### config.mk
export PLATFORM = sky130hd
export DESIGN_NAME = fwdec_top
export DESIGN_NICKNAME = d
export VERILOG_FILES = /design/src/rtl/fwdec_pkg.sv /design/src/rtl/fwdec_cfg.sv /design/src/rtl/fwdec_match.sv /design/src/rtl/fwdec_top.sv
export SDC_FILE = /design/constraint.sdc
export NUM_CORES = 1
export LEC_CHECK = 0
export BUFFER_PORTS_ARGS = -buffer_cell sky130_fd_sc_hd__buf_4
export CORE_UTILIZATION = 30
export CTS_BUF_LIST = sky130_fd_sc_hd__clkbuf_8 sky130_fd_sc_hd__clkbuf_16
export CTS_CLUSTER_DIAMETER = 30
export CTS_CLUSTER_SIZE = 10
export DETAILED_ROUTE_END_ITERATION = 8
export HOLD_SLACK_MARGIN = 0.05
export RECOVER_POWER = 100
export SETUP_SLACK_MARGIN = 0.1
export SYNTH_ARGS = -nofsm -noshare
export SYNTH_HDL_FRONTEND = slang
export SYNTH_SLANG_ARGS = --single-unit
### constraint.sdc
create_clock -name clk -period 1.6 [get_ports clk]
set_input_delay 0.16 -clock clk [delete_from_list [all_inputs] [get_ports clk]]
set_output_delay 0.16 -clock clk [all_outputs]
set_load 0.01 [all_outputs]
### src/rtl/fwdec_pkg.sv
package fwdec_pkg;
  typedef enum logic [1:0] {
    RT_NONE  = 2'd0,
    RT_MEM   = 2'd1,
    RT_FLASH = 2'd2,
    RT_BLOCK = 2'd3
  } route_e;
endpackage

### src/rtl/fwdec_cfg.sv
module fwdec_cfg #(
  parameter int          NUM_WIN   = 16,
  parameter logic [15:0] RESET_VAL = 16'hFFCC
) (
  input  logic               clk,
  input  logic               rst_n,
  input  logic               we,
  input  logic [NUM_WIN-1:0] wdata,
  output logic [NUM_WIN-1:0] value
);
  // top window is hard-wired on
  localparam logic [NUM_WIN-1:0] LOCK = {1'b1, {(NUM_WIN-1){1'b0}}};

  logic [NUM_WIN-1:0] en_q;

  always_ff @(posedge clk or negedge rst_n) begin
    if (!rst_n)  en_q <= RESET_VAL[NUM_WIN-1:0] | LOCK;
    else if (we) en_q <= wdata | LOCK;
  end

  assign value = en_q;

  // a write is visible in the following cycle, with the lock applied
  assert_cfg_update_R10: assert property (@(posedge clk) disable iff (!rst_n)
    we |=> (value == ($past(wdata) | LOCK)));
endmodule

### src/rtl/fwdec_match.sv
module fwdec_match #(
  parameter int WIN_LOG2     = 19,
  parameter int NUM_WIN      = 16,
  parameter int IMG_LOG2     = 23,
  parameter bit LEGACY_ALIAS = 1'b1
) (
  input  logic [31:0]         addr,
  input  logic [NUM_WIN-1:0]  en,
  output logic                hit,
  output logic                alias_hit,
  output logic [IMG_LOG2-1:0] off
);
  localparam int TAG_W     = 32 - WIN_LOG2;
  localparam int TOP_TAG   = (1 << TAG_W) - NUM_WIN;
  localparam int IMG_WINS  = 1 << (IMG_LOG2 - WIN_LOG2);
  localparam int FIRST_WIN = (IMG_WINS >= NUM_WIN) ? 0 : NUM_WIN - IMG_WINS;

  logic [NUM_WIN-1:0] win_hit;

  for (genvar n = 0; n < NUM_WIN; n++) begin : g_win
    if (n >= FIRST_WIN) begin : g_in_image
      assign win_hit[n] = en[n] && (addr[31:WIN_LOG2] == TAG_W'(TOP_TAG + n));
    end else begin : g_outside
      assign win_hit[n] = 1'b0;
    end
  end

  if (LEGACY_ALIAS) begin : g_alias
    assign alias_hit = (addr[31:16] == 16'h000F);
  end else begin : g_no_alias
    assign alias_hit = 1'b0;
  end

  assign hit = (|win_hit) || alias_hit;
  assign off = alias_hit ? {{(IMG_LOG2-16){1'b1}}, addr[15:0]} : addr[IMG_LOG2-1:0];

  // windows are disjoint, so at most one claims an address
  always_comb begin
    assert_one_window_R5: assert ($onehot0(win_hit));
  end
endmodule

### src/rtl/fwdec_top.sv
module fwdec_top
  import fwdec_pkg::*;
#(
  parameter int WIN_LOG2     = 19,
  parameter int NUM_WIN      = 16,
  parameter int IMG_LOG2     = 23,
  parameter bit LEGACY_ALIAS = 1'b1
) (
  input  logic                clk,
  input  logic                rst_n,
  input  logic                req_valid,
  output logic                req_ready,
  input  logic                req_write,
  input  logic [31:0]         req_addr,
  input  logic                cfg_we,
  input  logic [NUM_WIN-1:0]  cfg_wdata,
  output logic [NUM_WIN-1:0]  cfg_rdata,
  output logic                flash_sel,
  output logic [IMG_LOG2-1:0] flash_off,
  output logic                mem_sel,
  output logic                mem_write,
  output logic [31:0]         mem_addr,
  output logic                wr_blocked
);
  localparam int TOP_TAG = (1 << (32 - WIN_LOG2)) - 1;

  logic [NUM_WIN-1:0]  en;
  logic                hit;
  logic                alias_hit;
  logic [IMG_LOG2-1:0] off;
  route_e              route_d, route_q;
  logic [IMG_LOG2-1:0] off_q;
  logic [31:0]         addr_q;
  logic                wr_q;

  fwdec_cfg #(.NUM_WIN(NUM_WIN)) u_cfg (
    .clk   (clk),
    .rst_n (rst_n),
    .we    (cfg_we),
    .wdata (cfg_wdata),
    .value (en)
  );

  fwdec_match #(
    .WIN_LOG2     (WIN_LOG2),
    .NUM_WIN      (NUM_WIN),
    .IMG_LOG2     (IMG_LOG2),
    .LEGACY_ALIAS (LEGACY_ALIAS)
  ) u_match (
    .addr      (req_addr),
    .en        (en),
    .hit       (hit),
    .alias_hit (alias_hit),
    .off       (off)
  );

  always_comb begin
    if (!req_valid)     route_d = RT_NONE;
    else if (!hit)      route_d = RT_MEM;
    else if (req_write) route_d = RT_BLOCK;
    else                route_d = RT_FLASH;
  end

  always_ff @(posedge clk or negedge rst_n) begin
    if (!rst_n) begin
      route_q <= RT_NONE;
      off_q   <= '0;
      addr_q  <= '0;
      wr_q    <= 1'b0;
    end else begin
      route_q <= route_d;
      if (req_valid) begin
        off_q  <= off;
        addr_q <= req_addr;
        wr_q   <= req_write;
      end
    end
  end

  assign req_ready  = 1'b1;
  assign cfg_rdata  = en;
  assign flash_sel  = (route_q == RT_FLASH);
  assign mem_sel    = (route_q == RT_MEM);
  assign wr_blocked = (route_q == RT_BLOCK);
  assign flash_off  = off_q;
  assign mem_addr   = addr_q;
  assign mem_write  = wr_q;

  // exactly one outcome per accepted request
  assert_one_outcome_R9: assert property (@(posedge clk) disable iff (!rst_n)
    req_valid |=> ($countones({flash_sel, mem_sel, wr_blocked}) == 1));
  assert_idle_quiet_R9: assert property (@(posedge clk) disable iff (!rst_n)
    !req_valid |=> !(flash_sel || mem_sel || wr_blocked));
  // the locked top window always reaches flash at the image offset
  assert_top_window_R3: assert property (@(posedge clk) disable iff (!rst_n)
    (req_valid && !req_write && req_addr[31:WIN_LOG2] == (32-WIN_LOG2)'(TOP_TAG))
    |=> (flash_sel && flash_off == $past(req_addr[IMG_LOG2-1:0])));
  // writes that the matcher claims are blocked
  assert_write_blocked_R7: assert property (@(posedge clk) disable iff (!rst_n)
    (req_valid && req_write && hit) |=> (wr_blocked && !flash_sel && !mem_sel));
  // alias reads land in the last 64 KB of the image
  assert_alias_offset_R8: assert property (@(posedge clk) disable iff (!rst_n)
    (req_valid && !req_write && alias_hit)
    |=> (flash_sel && flash_off[IMG_LOG2-1:16] == '1));
endmodule

; ---- Word-level counts from Yosys, hierarchy flattened
; Index checks and enable logic that the tools add are counted.
[word_totals]
in_bits = 53
wordCells = 46
out_inout_bits = 76
regBits = 73
[op_classes]
muxes = 4
reduce_logical = 17
eq_ne = 20
[op_table]
columns = operator, count
row1 = equality test 13 bit (second input constant), 16
row2 = two-way mux 23 bit, 1
row3 = equality test 16 x 4 -> 1 bit (second input constant), 1
row4 = OR reduction 16 bit, 1
row5 = logical AND 1 bit, 15
row6 = equality test 2 bit (second input constant), 2
row7 = two-way mux 2 bit, 2
row8 = equality test 2 x 1 -> 1 bit (second input constant), 1
row9 = logical OR 1 bit, 1
row10 = two-way mux 1 bit, 1

; ---- Depth between registers and ports, before layout
[logic_depth]
depth_word = 6
depth_mapped = 6
ltp_nobuf = 5

; ---- Modules after synthesis
; Synthesis repeated with hierarchy kept, for this count alone.
[unflattened]
hier_cells = 217
area_unflattened_um2 = 3285.7
[modules_own_cells]
columns = mod, area_per_inst_um2, cells_each, seq_area_each_um2, instances
row1 = fwdec_top, 2245.9, 128, 1451.4, 1
row2 = fwdec_cfg, 638.1, 34, 389.1, 1
row3 = fwdec_match, 401.6, 55, 0.0, 1

; ---- Least setup slack after synthesis
; Ideal clock, no wire load.
[synth_timing]
kind = input-to-reg
from = input port req_addr[20]
to = register route_q[0]
cell_stages = 5
arrival_ns = 1.399
setup_time_ns = 0.119
required_ns = 1.481
path_buffers = 0
setup_slack_ns = 0.082
path_cell_list = or4_4 > nor4_4 > o21bai_2 > nor3_2 > o21a_1
[synth_via]
elab_chain_len = 6
word_cells_on_any_way = 36
classes_between = eq/ne: 17 / mux: 2 / reduce/logical: 17
[synth_lines]
columns = item, line
row1 = start: declaration, fwdec_top.sv:14  ; input logic [31:0] req_addr,
row2 = equality test 13 bit, fwdec_match.sv:22  ; assign win_hit[n] = en[n] && (addr[31:WIN_LOG2] == TAG_W'(TOP_TAG + n));
row3 = logical AND 1 bit, fwdec_match.sv:22
row4 = OR reduction 16 bit, fwdec_match.sv:34  ; assign hit = (|win_hit) || alias_hit;
row5 = logical OR 1 bit (*), fwdec_match.sv:34
row6 = two-way mux 2 bit (*), fwdec_top.sv:59  ; else if (!hit) route_d = RT_MEM;
row7 = two-way mux 2 bit (*), fwdec_top.sv:58  ; if (!req_valid) route_d = RT_NONE;
row8 = via route_d[0], fwdec_top.sv:31  ; route_e route_d, route_q;
row9 = end signal: assignment, fwdec_top.sv:71  ; route_q <= route_d;
row10 = end: declaration, fwdec_top.sv:31
; Mark *: on every way through the listed nets, which the timed path passes. The rest lies on a longest branch.
; A chain may end at the register's enable or synchronous reset.

; ---- Worst setup path in the final report
[layout_timing]
from = register u_cfg.en_q[3], in the netlist u_cfg.value[3]
to = register route_q[0]
[layout_via]
elab_chain_len = 5
[layout_lines]
columns = item, line
row1 = start: declaration, fwdec_cfg.sv:14  ; logic [NUM_WIN-1:0] en_q;
row2 = start signal: assignment, fwdec_cfg.sv:17  ; if (!rst_n) en_q <= RESET_VAL[NUM_WIN-1:0] | LOCK;
row3 = start signal: assignment, fwdec_cfg.sv:18  ; else if (we) en_q <= wdata | LOCK;
row4 = logical AND 1 bit, fwdec_match.sv:22
row5 = OR reduction 16 bit, fwdec_match.sv:34
row6 = logical OR 1 bit, fwdec_match.sv:34
row7 = two-way mux 2 bit, fwdec_top.sv:59
row8 = two-way mux 2 bit, fwdec_top.sv:58
row9 = via route_d[0], fwdec_top.sv:31
; The timed path passes the listed nets, and every way through them passes these cells.

==> summary by stage <==
Clock network
In this run the deepest clock path goes through 2 buffers. TritonCTS built the clock tree. The maximum level of the CTS H-tree is 3. The number of clock sinks is 57. The number of CTS-inserted buffers is 9. The clock edge transition at the registers on the reported setup and hold paths is 0.06 ns. Clock tree synthesis selected as its root buffer the cell sky130_fd_sc_hd__clkbuf_8.

For the worst-skew pair, the clock arrives at the later sink with an insertion delay of 0.33 ns.

Min path
The tightest min-delay check is of the primary input to register type. In this run the most critical hold path is launched from req_addr[13].

Critical path
Data on the critical path arrives at its endpoint at approximately 1.7 ns. The buffering stage count on the worst path with inverters included is 0. The launching point of the worst reg2reg path is u_cfg.value[3]. The startpoint class of the critical path is a register.

Tracing the worst setup path back leads to its startpoint at u_cfg.value[3]. The kind of capture point of the worst setup path is a register. Walking the worst path, the cells encountered are mux4_2, nor4b_2, nor3_2, o21a_1.

For this run, the slowest stage of the critical path takes about 0.50 ns. The cell family contributing the most delay on the critical path is multiplexers. Along the worst path, the maximum fanout reaches 3.

By startpoint and endpoint, the worst setup path is classified as register to register. The critical path required time is about 1.9 ns. The worst-path cell with the longest stage delay is sky130_fd_sc_hd__mux4_2.

Finish
The number of diodes is 0. The total non-filler cell area in the finished layout is 3667 sq um. The final-stage net count is around 380.

In the final layout, the share of cells above drive strength 1 is 41.07%. From synthesis to final layout, the design area changed by 46.04%. Cells fill between 40% and 50% of the core in the end.

GRT
The number of global-route vias before repair was a little under 2k. The total overflow left after global routing is 0. The number of antenna violations at the first check in global routing came to 0.

The first global-routing pass estimated between 9 and 10 mm of wire. The maximum number of pins on one net before global-route repair is slightly below 60. The overall track demand over capacity in global routing is between 10% and 20%.

STA
The smallest hold slack is 0.07164 ns. The number of hold-slack violations in the final timing report is 0. Based on the critical path, the design can be clocked at up to ~680 MHz. The transition time at the pin with the least slew margin is approximately 0.91 ns. The period utilization is between 90 and 100%. Once routing completed, OpenROAD measured the worst setup slack at ~0.13 ns. Setup repair after global routing could not meet its margin everywhere.

Headroom to the max-slew limit came out at approximately two fifths. Counting I/O delays and the setup requirement, the final critical path takes between 1 and 1.5 ns. The final setup violation count is 0. The number of slew-limit violations in the final report came to 0. The worst clock skew is a little over 0.005 ns.

Placed design
The cell area reported after detailed placement is approximately 3500 sq um. The routability-driven placement congestion ratio is between 0.6 and 0.7. The worst setup timing slack at the placement stage is -0.06837 ns. The count of buffers added on input and output ports is 125.

The total half-perimeter wirelength after legalization and detailed placement is 4.146 mm.

Logic synthesis
Sequential cells were found to cover between 50 and 60% of the synthesized design area. After synthesis, the mean cell area works out to 13.72 sq um. The synthesized netlist contains 30 unique library cells.

The area of the mapped netlist is 2511 sq um. The count of state elements after synthesis is 57. The count of mapped cells out of synthesis is about 180. The number of warning messages in the yosys log is 0.

Power
The power density over the cells is ~990 nW/um^2. The share of total power dissipated in sequential elements is ~46%. The share of total power in combinational logic is between 10% and 20%. The design draws 3.627 mW. The net switching power is approximately 940 uW. The standby leakage power is about 1.6 nW.

The worst vdd rail ir drop is between 0.5 and 0.6 mV. The fraction of power spent switching nets is about a quarter. Cell internal power was estimated by the tool at around 2.7 mW. Of the total power, the clock network draws 34.8%.

Die
The count of pins on the block boundary is around 130. Measured along the x axis, the die boundary spans slightly above 90 microns. The floorplan step defined a die boundary enclosing between 8000 and 9000 sq um.

The die is around 93 microns tall. The effective utilization at floorplan is 30.72%. The core region is 8175 sq um.

The floorplan has 33 rows.

Routing
The first routing iteration left 32 violations. Dividing the detail-routed via count by the number of cells gives around 4.4. The remaining number of nets flagged by the antenna check after routing is 0. After detailed routing, the average wire length per cell comes to roughly 14 microns. The routed via count is about 1.9k.

For this run, design rule violations remaining after detail routing come to 0. Wires add up to 6.053 mm. The length of the first detailed-routing pass in iterations is 4.

Run status
The run finished with clean final reports.

Flow run
Across the run, the number of max-cap violations was 0.
per-stage QoR:
stage / instances / TNS [ns]
finish: 441 / 0
global route: 441 / 0
CTS: 435 / 0
detailed placement: 396 / -0.06837
global placement: 396 / -0.04068
floorplan: 184 / 0
repair_timing:
action / 4_1_cts / 5_1_grt
hold endpoints to repair: 68 / 2
setup buffers: 0 / 4
pin swaps: 0 / 4
endpoints found under the setup margin: 2 / 2
hold buffers: 23 / 2
resized for setup: 2 / 3
kinds of logic after synthesis:
| kind of cell | Yosys count | share of synthesized area [%] |
|---|---|---|
| DFF | 57 | 57.35 |
| muxes | 48 | 23.32 |
| buffers and inverters | 34 | 8.221 |
| and+or+nand+nor | 28 | 7.474 |
| AOI/OAI and AO/OA | 15 | 3.488 |
| other | 1 | 0.1493 |
final timing paths:
check	end	slack (ns)	depth (start not counted)
setup / recovery	route_q[0]	0.13	4
hold / removal	flash_off[13]	0.07	2
setup reg to reg	route_q[0]	0.13	4
hold reg to reg	mem_addr[31]	0.51	1
max in group asynchronous	mem_addr[17]	0.51	3
min in group asynchronous	mem_addr[20]	0.58	3
sequential cells by signal, indices dropped and copies added, names as in the netlist:
name         count
mem_write        1
flash_off       23
mem_addr        16
u_cfg.value     15
route_q          2
cells in the final DEF (no fill, tap or decap), types with 2 or more instances in the layout:
master | synthesis | final
sky130_fd_sc_hd__mux2_2 | 45 | 45
sky130_fd_sc_hd__clkbuf_8 | 0 | 10
sky130_fd_sc_hd__or4_1 | 2 | 2
sky130_fd_sc_hd__nor2_1 | 6 | 6
sky130_fd_sc_hd__clkbuf_1 | 4 | 67
sky130_fd_sc_hd__clkinv_2 | 0 | 2
sky130_fd_sc_hd__clkbuf_4 | 0 | 15
sky130_fd_sc_hd__dlygate4sd3_1 | 0 | 25
sky130_fd_sc_hd__inv_1 | 8 | 11
sky130_fd_sc_hd__nor2b_1 | 3 | 3
sky130_fd_sc_hd__a21oi_1 | 4 | 3
sky130_fd_sc_hd__conb_1 | 1 | 2
sky130_fd_sc_hd__dfrtp_1 | 46 | 46
sky130_fd_sc_hd__dfstp_1 | 0 | 11
sky130_fd_sc_hd__buf_4 | 19 | 54
sky130_fd_sc_hd__o21ai_0 | 8 | 8
sky130_fd_sc_hd__nand3b_1 | 2 | 2
sky130_fd_sc_hd__nand2_1 | 5 | 5
sky130_fd_sc_hd__mux4_2 | 0 | 3
routing by layer:
metal / part of all wire [%] / track usage [%] / vias to the layer above
met1: 41 / 16.11 / 923
met4: 1.0 / 4.359 / 0
li1: - / - / 909
met5: 0 / 0 / -
met3: 9.3 / 6.504 / 9
met2: 49 / 24.63 / 97
synth_stat cells:
| library cell | instances | area share [%] |
|---|---|---|
| sky130_fd_sc_hd__nor4_4 | 1 | 0.85 |
| sky130_fd_sc_hd__nand2_1 | 5 | 0.75 |
| sky130_fd_sc_hd__or3b_1 | 1 | 0.35 |
| sky130_fd_sc_hd__conb_1 | 1 | 0.15 |
| sky130_fd_sc_hd__nor2_1 | 6 | 0.90 |
| sky130_fd_sc_hd__clkbuf_1 | 4 | 0.60 |
| sky130_fd_sc_hd__a21oi_1 | 4 | 0.80 |
| sky130_fd_sc_hd__nor2b_1 | 3 | 0.75 |
| sky130_fd_sc_hd__buf_6 | 1 | 0.45 |
| sky130_fd_sc_hd__mux4_1 | 3 | 3.1 |
| sky130_fd_sc_hd__buf_4 | 19 | 5.7 |
| sky130_fd_sc_hd__or4_1 | 2 | 0.60 |
| sky130_fd_sc_hd__nand3b_1 | 2 | 0.60 |
| sky130_fd_sc_hd__dfrtp_1 | 46 | 46 |
| sky130_fd_sc_hd__mux2_2 | 45 | 20 |
| sky130_fd_sc_hd__inv_1 | 8 | 1.2 |
| sky130_fd_sc_hd__o21bai_2 | 1 | 0.45 |
| sky130_fd_sc_hd__nand3_1 | 1 | 0.20 |
| sky130_fd_sc_hd__nand4_1 | 1 | 0.25 |
| sky130_fd_sc_hd__or3_2 | 1 | 0.30 |
| sky130_fd_sc_hd__o2111ai_1 | 1 | 0.35 |
| sky130_fd_sc_hd__o21ai_0 | 8 | 1.6 |
| sky130_fd_sc_hd__and2_1 | 1 | 0.25 |
| sky130_fd_sc_hd__o21a_1 | 1 | 0.30 |
| sky130_fd_sc_hd__nand4_2 | 1 | 0.50 |
| sky130_fd_sc_hd__or4_4 | 1 | 0.45 |
| sky130_fd_sc_hd__nor3_2 | 1 | 0.40 |
| sky130_fd_sc_hd__nor4b_1 | 1 | 0.35 |
| sky130_fd_sc_hd__dfstp_2 | 11 | 12 |
| sky130_fd_sc_hd__buf_1 | 2 | 0.30 |
power by group through the flow:
stage	Clock (mW)	Combinational, mW	Sequential (mW)
6_report	1.26	0.683	1.68
5_1_grt	1.40	0.751	1.70
4_1_cts	1.33	0.804	1.70
3_5_place_dp	0	0.756	1.72
3_3_place_gp	0	0.752	1.71
2_1_floorplan	0	0.286	1.77
cell type report:
type	count	area, sq um
fill	837	4508
sequential	57	1440
timing repair buffer	162	1025
multi-input combinational	93	852.1
clock buffer	10	137.6
tap	105	131.4
clock inverter	6	51.30
inverter	8	30.03
(Power assumes the default switching activity.)
